===== config.mk =====
export PLATFORM = sky130hd
export DESIGN_NAME = tsa_window_gen
export DESIGN_NICKNAME = d
export VERILOG_FILES = /design/src/rtl/tsa_pkg.sv /design/src/rtl/tsa_offset_ctr.sv /design/src/rtl/tsa_window_dec.sv /design/src/rtl/tsa_window_gen.sv
export SDC_FILE = /design/constraint.sdc
export NUM_CORES = 1
export LEC_CHECK = 0
export ABC_AREA = 1
export BUFFER_PORTS_ARGS = -buffer_cell sky130_fd_sc_hd__buf_2
export CORE_ASPECT_RATIO = 0.9
export CORE_MARGIN = 3
export CORE_UTILIZATION = 45
export DETAILED_ROUTE_END_ITERATION = 8
export SYNTH_ARGS = -nofsm -noshare
export SYNTH_HDL_FRONTEND = slang
export SYNTH_HIERARCHICAL = 1
export SYNTH_SLANG_ARGS = --single-unit

===== constraint.sdc =====
create_clock -name clk -period 4.5 [get_ports clk]
set_input_delay 0.9 -clock clk [delete_from_list [all_inputs] [get_ports clk]]
set_output_delay 0.9 -clock clk [all_outputs]
set_load 0.02 [all_outputs]

===== src/rtl/tsa_pkg.sv =====
package tsa_pkg;

    // Offset counter states
    typedef enum logic [1:0] {
        ST_WAIT  = 2'd0,   // after reset, no sync seen yet
        ST_COUNT = 2'd1,   // numbering clocks since last sync
        ST_HOLD  = 2'd2    // halted at maximum, awaiting sync
    } tsa_state_e;

    localparam int DIR_RX = 0;
    localparam int DIR_TX = 1;
    localparam int NUM_DIR = 2;

endpackage


===== src/rtl/tsa_offset_ctr.sv =====
module tsa_offset_ctr
    import tsa_pkg::*;
#(
    parameter int CNT_MAX = 1024,
    localparam int CW = $clog2(CNT_MAX) + 1
) (
    input  logic          clk,
    input  logic          rst_n,
    input  logic          fsync,
    input  logic          cont_mode,
    output logic [CW-1:0] cnt_nxt,
    output logic          run_nxt,
    output logic [CW-1:0] cnt_q,
    output tsa_state_e    st_q
);

    localparam logic [CW-1:0] LAST = CW'(CNT_MAX);
    localparam logic [CW-1:0] ONE  = CW'(1);

    tsa_state_e st_nxt;

    // State and count register
    always_ff @(posedge clk or negedge rst_n) begin
        if (!rst_n) begin
            st_q  <= ST_WAIT;
            cnt_q <= '0;
        end else begin
            st_q  <= st_nxt;
            cnt_q <= cnt_nxt;
        end
    end

    // Transitions: sync restart, step, wrap, stall
    always_comb begin
        st_nxt  = st_q;
        cnt_nxt = cnt_q;
        if (fsync) begin
            st_nxt  = ST_COUNT;
            cnt_nxt = ONE;
        end else begin
            unique case (st_q)
                ST_WAIT: begin
                    st_nxt = ST_WAIT;
                end
                ST_COUNT: begin
                    if (cnt_q == LAST) begin
                        if (cont_mode) begin
                            cnt_nxt = ONE;
                        end else begin
                            st_nxt = ST_HOLD;
                        end
                    end else begin
                        cnt_nxt = cnt_q + ONE;
                    end
                end
                ST_HOLD: begin
                    st_nxt = ST_HOLD;
                end
                default: begin
                    st_nxt  = ST_WAIT;
                    cnt_nxt = '0;
                end
            endcase
        end
    end

    // Output decode: count is live only in ST_COUNT
    always_comb begin
        run_nxt = (st_nxt == ST_COUNT);
    end

endmodule


===== src/rtl/tsa_window_dec.sv =====
module tsa_window_dec #(
    parameter int CNT_MAX   = 1024,
    parameter int WIDTH_MAX = 512,
    parameter int SLOTS     = 32,
    parameter int SLOT_BITS = 8,
    localparam int CW    = $clog2(CNT_MAX) + 1,
    localparam int OFF_W = $clog2(CNT_MAX),
    localparam int WID_W = $clog2(WIDTH_MAX),
    localparam int EW    = CW + 1
) (
    input  logic             clk,
    input  logic             rst_n,
    input  logic [CW-1:0]    cnt,
    input  logic             run,
    input  logic             multi,
    input  logic [OFF_W-1:0] start,
    input  logic [WID_W-1:0] width,
    input  logic [SLOTS-1:0] mask,
    output logic             en
);

    localparam logic [EW-1:0] LAST_E = EW'(CNT_MAX);

    logic [EW-1:0]    cnt_w;
    logic [EW-1:0]    first_w;
    logic [EW-1:0]    final_w;
    logic [EW-1:0]    rel_w;
    logic             past_first;
    logic             hit_single;
    logic             hit_multi;
    logic [SLOTS-1:0] slot_hit;

    always_comb begin
        cnt_w      = EW'(cnt);
        first_w    = EW'(start) + EW'(1);
        final_w    = first_w + EW'(width);
        past_first = (cnt_w >= first_w);
        rel_w      = cnt_w - first_w;
        hit_single = past_first && (cnt_w <= final_w);
    end

    // One comparator set per byte slot
    for (genvar k = 0; k < SLOTS; k++) begin : g_slot
        localparam logic [EW-1:0] LO  = EW'(k * SLOT_BITS);
        localparam logic [EW-1:0] HI  = EW'(k * SLOT_BITS + SLOT_BITS - 1);
        logic fits;
        always_comb begin
            fits        = ((first_w + HI) <= LAST_E);
            slot_hit[k] = mask[k] && fits && (rel_w >= LO) && (rel_w <= HI);
        end
    end

    always_comb begin
        hit_multi = past_first && (|slot_hit);
    end

    always_ff @(posedge clk or negedge rst_n) begin
        if (!rst_n) begin
            en <= 1'b0;
        end else begin
            en <= run && (multi ? hit_multi : hit_single);
        end
    end

endmodule


===== src/rtl/tsa_window_gen.sv =====
module tsa_window_gen
    import tsa_pkg::*;
#(
    parameter int CNT_MAX   = 1024,
    parameter int WIDTH_MAX = 512,
    parameter int SLOTS     = 32,
    parameter int SLOT_BITS = 8,
    localparam int CW    = $clog2(CNT_MAX) + 1,
    localparam int OFF_W = $clog2(CNT_MAX),
    localparam int WID_W = $clog2(WIDTH_MAX)
) (
    input  logic             clk,
    input  logic             rst_n,
    input  logic             fsync,
    input  logic             cont_mode,
    input  logic             tx_ind_en,
    input  logic             rx_multi,
    input  logic [OFF_W-1:0] rx_start,
    input  logic [WID_W-1:0] rx_width,
    input  logic [SLOTS-1:0] rx_mask,
    input  logic             tx_multi,
    input  logic [OFF_W-1:0] tx_start,
    input  logic [WID_W-1:0] tx_width,
    input  logic [SLOTS-1:0] tx_mask,
    output logic             rx_en,
    output logic             tx_en,
    output logic             tx_win_n
);

    logic [CW-1:0]    cnt_nxt;
    logic             run_nxt;
    logic [CW-1:0]    cnt_q;
    tsa_state_e       st_q;

    logic             dir_multi [NUM_DIR];
    logic [OFF_W-1:0] dir_start [NUM_DIR];
    logic [WID_W-1:0] dir_width [NUM_DIR];
    logic [SLOTS-1:0] dir_mask  [NUM_DIR];
    logic             dir_en    [NUM_DIR];

    always_comb begin
        dir_multi[DIR_RX] = rx_multi;
        dir_start[DIR_RX] = rx_start;
        dir_width[DIR_RX] = rx_width;
        dir_mask[DIR_RX]  = rx_mask;
        dir_multi[DIR_TX] = tx_multi;
        dir_start[DIR_TX] = tx_start;
        dir_width[DIR_TX] = tx_width;
        dir_mask[DIR_TX]  = tx_mask;
    end

    tsa_offset_ctr #(
        .CNT_MAX (CNT_MAX)
    ) u_ctr (
        .clk       (clk),
        .rst_n     (rst_n),
        .fsync     (fsync),
        .cont_mode (cont_mode),
        .cnt_nxt   (cnt_nxt),
        .run_nxt   (run_nxt),
        .cnt_q     (cnt_q),
        .st_q      (st_q)
    );

    for (genvar d = 0; d < NUM_DIR; d++) begin : g_dir
        tsa_window_dec #(
            .CNT_MAX   (CNT_MAX),
            .WIDTH_MAX (WIDTH_MAX),
            .SLOTS     (SLOTS),
            .SLOT_BITS (SLOT_BITS)
        ) u_dec (
            .clk   (clk),
            .rst_n (rst_n),
            .cnt   (cnt_nxt),
            .run   (run_nxt),
            .multi (dir_multi[d]),
            .start (dir_start[d]),
            .width (dir_width[d]),
            .mask  (dir_mask[d]),
            .en    (dir_en[d])
        );
    end

    always_comb begin
        rx_en    = dir_en[DIR_RX];
        tx_en    = dir_en[DIR_TX];
        tx_win_n = ~(tx_en & tx_ind_en);
    end

endmodule


==> flow_metrics.tcl <==
set metrics [dict create \
    worst_slew_pin_slew_ns 0.607 \
    dpl.hpwl_microns 35000 \
    ir_worst_vdd_mv 0.158 \
    critical_path_class "in2reg" \
    drv_cap 0 \
    seq_area_frac_synth_pct 3.50 \
    post-place-ws_ns -0.0213 \
    initial_core_util_pct 46.7 \
    critPathLaunchType "primary input" \
    drt_first_iter_violations 1578 \
    postCtsHoldBufs 0 \
    place_congestion 1.00 \
    fin_ws_ns 0.226 \
    synth-seq-cells 15 \
    worstPathArrival_ns 4.43 \
    seqCellArea_sq_um 375 \
    critPathTopFamily "simple AND/OR/NAND/NOR gates" \
    clockBufferDepth 2 \
    clock-sinks 15 \
    power_per_cell_area_mw_per_mm2 127 \
    swShare_pct 58.5 \
    synth_edf_count 0 \
    num_rows 52 \
    cpMostUsedCell "nor2_1" \
    fp.dieH_microns 152 \
    numCtsBuffers 3 \
    combPwrFrac_pct 77.8 \
    hold_class "in2async" \
    htree_levels 1 \
    min_period_over_period_pct 95.0 \
    path_buf_inv 1 \
    max_stage_delay_ns 0.56 \
    critical_path_peak_fanout 11 \
    synth.distinct_cells 52 \
    min_period_ns 4.27 \
    ys_async_sr_fraction_pct 100 \
    grt_pass1_wl_microns 67400 \
    grt-busiest-layer "met1" \
    net-switching-power_w 0.000891 \
    rsz0062_at_grt "yes" \
    power_leakage_nw 6.62 \
    rrSetupSlack_ns 0.32 \
    firstDrtPassIters 6 \
    seqPwrFrac_pct 9.4 \
    nFillCells 2539 \
    track_usage_pct 32.1 \
    synthFlopType "dfrtp_1" \
    clk_pin_slew_worst_paths_ns 0.06 \
    crit_path_end "g_dir[1].u_dec/en$_DFF_PN0_" \
    vias 14300 \
    multi_input_area_sq_mm 0.00914 \
    syn_inst 2139 \
    use_met1_pct 47.1 \
    max_freq_mhz 234 \
    use_met2_pct 45.9 \
    syn_to_final_growth_pct 12.2 \
    grt_overflow 0 \
    worstReg2RegStart "u_ctr/cnt_q[2]$_DFF_PN0_" \
    finalHoldViolCount 0 \
    fin_nets 2427 \
    ys_warn_count 6 \
    cts_tree "done" \
    synthesis.nets 2297 \
    crit_cells 19 \
    port_buffers 111 \
    core_sq_mm 0.0230 \
    r2r_end "g_dir[0].u_dec/en$_DFF_PN0_" \
    fp.dieArea_sq_mm 0.0257 \
    final_antenna_net_count 0 \
    wirelength_microns 43100 \
    ff2ff_path_depth 30 \
    slowest_stage "nor2_1" \
    grt_max_degree 30 \
    ios 112 \
    wl_per_cell_microns 16.8 \
    grt_pass1_vias 12800 \
    viasPerCell 5.56 \
    chipWidth_microns 169 \
    clk_latency_ns 0.26 \
    grt_use_met3_pct 7.52 \
    antenna_found_initial 3 \
    drv_slew 0 \
    ctsRootBufferMaster "clkbuf_16" \
    p_int_w 0.000633 \
    required_ns 4.66 \
    p_clk_share_pct 12.8 \
    cp_cell_sequence "buf_2 > ha_1 > nand2_2 > nor2_8 > nand3_2 > nand2_1 > nand2_1 > nor2_1 > nand2_1 > o21ai_0 > o21ai_0 > nand4_1 > nor2_1 > nor2_1 > nand2_1 > nor2_1 > nand3_1 > nor2_1 > nor2_1" \
    startpoint "tx_start[1]" \
    drive_above_1_share_pct 13.6 \
    setup_viol 0 \
    synth_area_per_cell_sq_um 5.02 \
    status "finished, final reports clean" \
    endpoint_kind "register" \
    setup_tns_ns 0 \
    fin_worst_skew_ns 0.00175 \
    netlist_area_sq_mm 0.0107 \
    max_slew_margin_pct 59.1 \
    drcViolationCount 0 \
]
-- worst register-to-register path: cells and delay by family (launching register included) --
family	cells	cell delay, ns
simple gates	22	2.35
fa+ha+maj	2	0.60
buf+inv	5	0.51
flops	1	0.45
xor+xnor	1	0.16
-- repair_timing --
action	in CTS	in global routing
buffers inserted	0	3
gates resized for setup	0	5
endpoints found under the setup margin	0	2
-- cells in the mapped netlist, types with 4 or more instances --
library cell    n  share of area (%)
xor2_1         88                7.2
nor3_1         17               0.79
nand3_2         9               0.84
inv_2          13               0.45
nand4_1        38                2.2
a21boi_0        8               0.56
buf_2          16               0.75
o31ai_1         5               0.35
o21ai_1        10               0.47
nand2_4         6               0.63
nand2_2        40                2.3
nor2_2         16               0.93
buf_6           4               0.42
a31oi_1        12               0.70
o21ai_0       100                4.7
o211ai_1        8               0.56
clkbuf_1       25               0.87
dfrtp_1        15                3.5
nor2_1        262                9.2
inv_1         223                7.8
buf_4           9               0.63
nor2_4          9               0.94
nor3_2          5               0.47
ha_1           45                5.2
nand2_1       788                 28
a21oi_1        75                3.5
fa_1            4               0.75
buf_1           8               0.28
nand3_1       235                 11
-- through the flow --
step | std cells | utilization [%] | power (W) | hold WS [ns] | instance area (sq um)
2_1_floorplan | 2139 | - | 0.000930 | 0.599 | 10700
3_3_place_gp | 2558 | 51.8 | 0.00129 | 0.650 | 11900
3_5_place_dp | 2558 | 51.8 | 0.00129 | 0.664 | 11900
4_1_cts | 2562 | 52.2 | 0.00150 | 0.576 | 12000
5_1_grt | 2567 | 52.4 | 0.00167 | 0.584 | 12000
6_report | 2567 | 52.4 | 0.00152 | 0.568 | 12000
-- cell type report --
cell class,count,share of cell area [%]
Sequential cell,15,3.12
Clock buffer,3,0.624
Tap cell,297,3.09
Multi-Input combinational cell,1823,75.9
Clock inverter,1,0.0624
Inverter,238,7.42
Antenna cell,2,0.0416
Timing Repair Buffer,188,9.73
-- power groups by stage --
| stage | logic (W) | clock network, W | registers [W] |
|---|---|---|---|
| after global routing | 0.00132 | 0.000205 | 0.000143 |
| after floorplan | 0.000784 | 0 | 0.000146 |
| final | 0.00119 | 0.000195 | 0.000143 |
| after CTS | 0.00116 | 0.000202 | 0.000143 |
| after global placement | 0.00115 | 0 | 0.000145 |
| after detailed placement | 0.00115 | 0 | 0.000145 |
-- registers in the layout, summed over array words and instances, names as in the netlist --
register and count:
g_dir.u_dec/en 2, u_ctr/cnt_q 11, u_ctr/st_q 2
-- layout by cell type (no fill, tap or decap), drive strengths merged, types with 4 or more instances in the layout --
master,synthesis,routed
a31oi,12,12
a21oi,75,75
o21ai,110,110
nand4,42,42
o31ai,5,5
xor2,88,88
nor2,289,289
nand2,834,834
a21boi,10,10
xnor2,5,5
inv,236,236
nor3,22,22
nand3b,5,5
nor3b,4,4
o211ai,10,10
buf,37,188
dfrtp,15,15
fa,4,4
nand3,244,244
ha,45,45
-- cell families (layout without fill, tap and decap cells) --
group	count (synthesis)	after routing	synth area share [%]
AO/OA/AOI/OAI	239	239	12.4
XOR/XNOR	93	93	7.73
adder cells (fa/ha/maj)	49	49	5.99
buffers and inverters	301	430	11.4
flip-flops	15	15	3.50
other	0	2	0
AND/OR/NAND/NOR	1442	1442	58.9
-- how the worst min path moves through the flow --
stage,from,end,slack [ns],cells after the start
detailed placement,u_ctr/st_q[1]$_DFF_PN0_,u_ctr/st_q[1]$_DFF_PN0_,0.66,4
floorplan,rst_n,g_dir[0].u_dec/en$_DFF_PN0_,0.60,0
global placement,u_ctr/st_q[1]$_DFF_PN0_,u_ctr/st_q[1]$_DFF_PN0_,0.65,4
finish,rst_n,u_ctr/st_q[0]$_DFF_PN0_,0.57,1
CTS,rst_n,u_ctr/st_q[1]$_DFF_PN0_,0.58,1
global route,rst_n,u_ctr/cnt_q[0]$_DFF_PN0_,0.58,1
-- layer usage --
metal	vias up	routed length, microns
li1	7113	-
met5	-	20
met2	662	17000
met3	88	4970
met4	2	1330
met1	6407	19700
(Power assumes the default switching activity.)
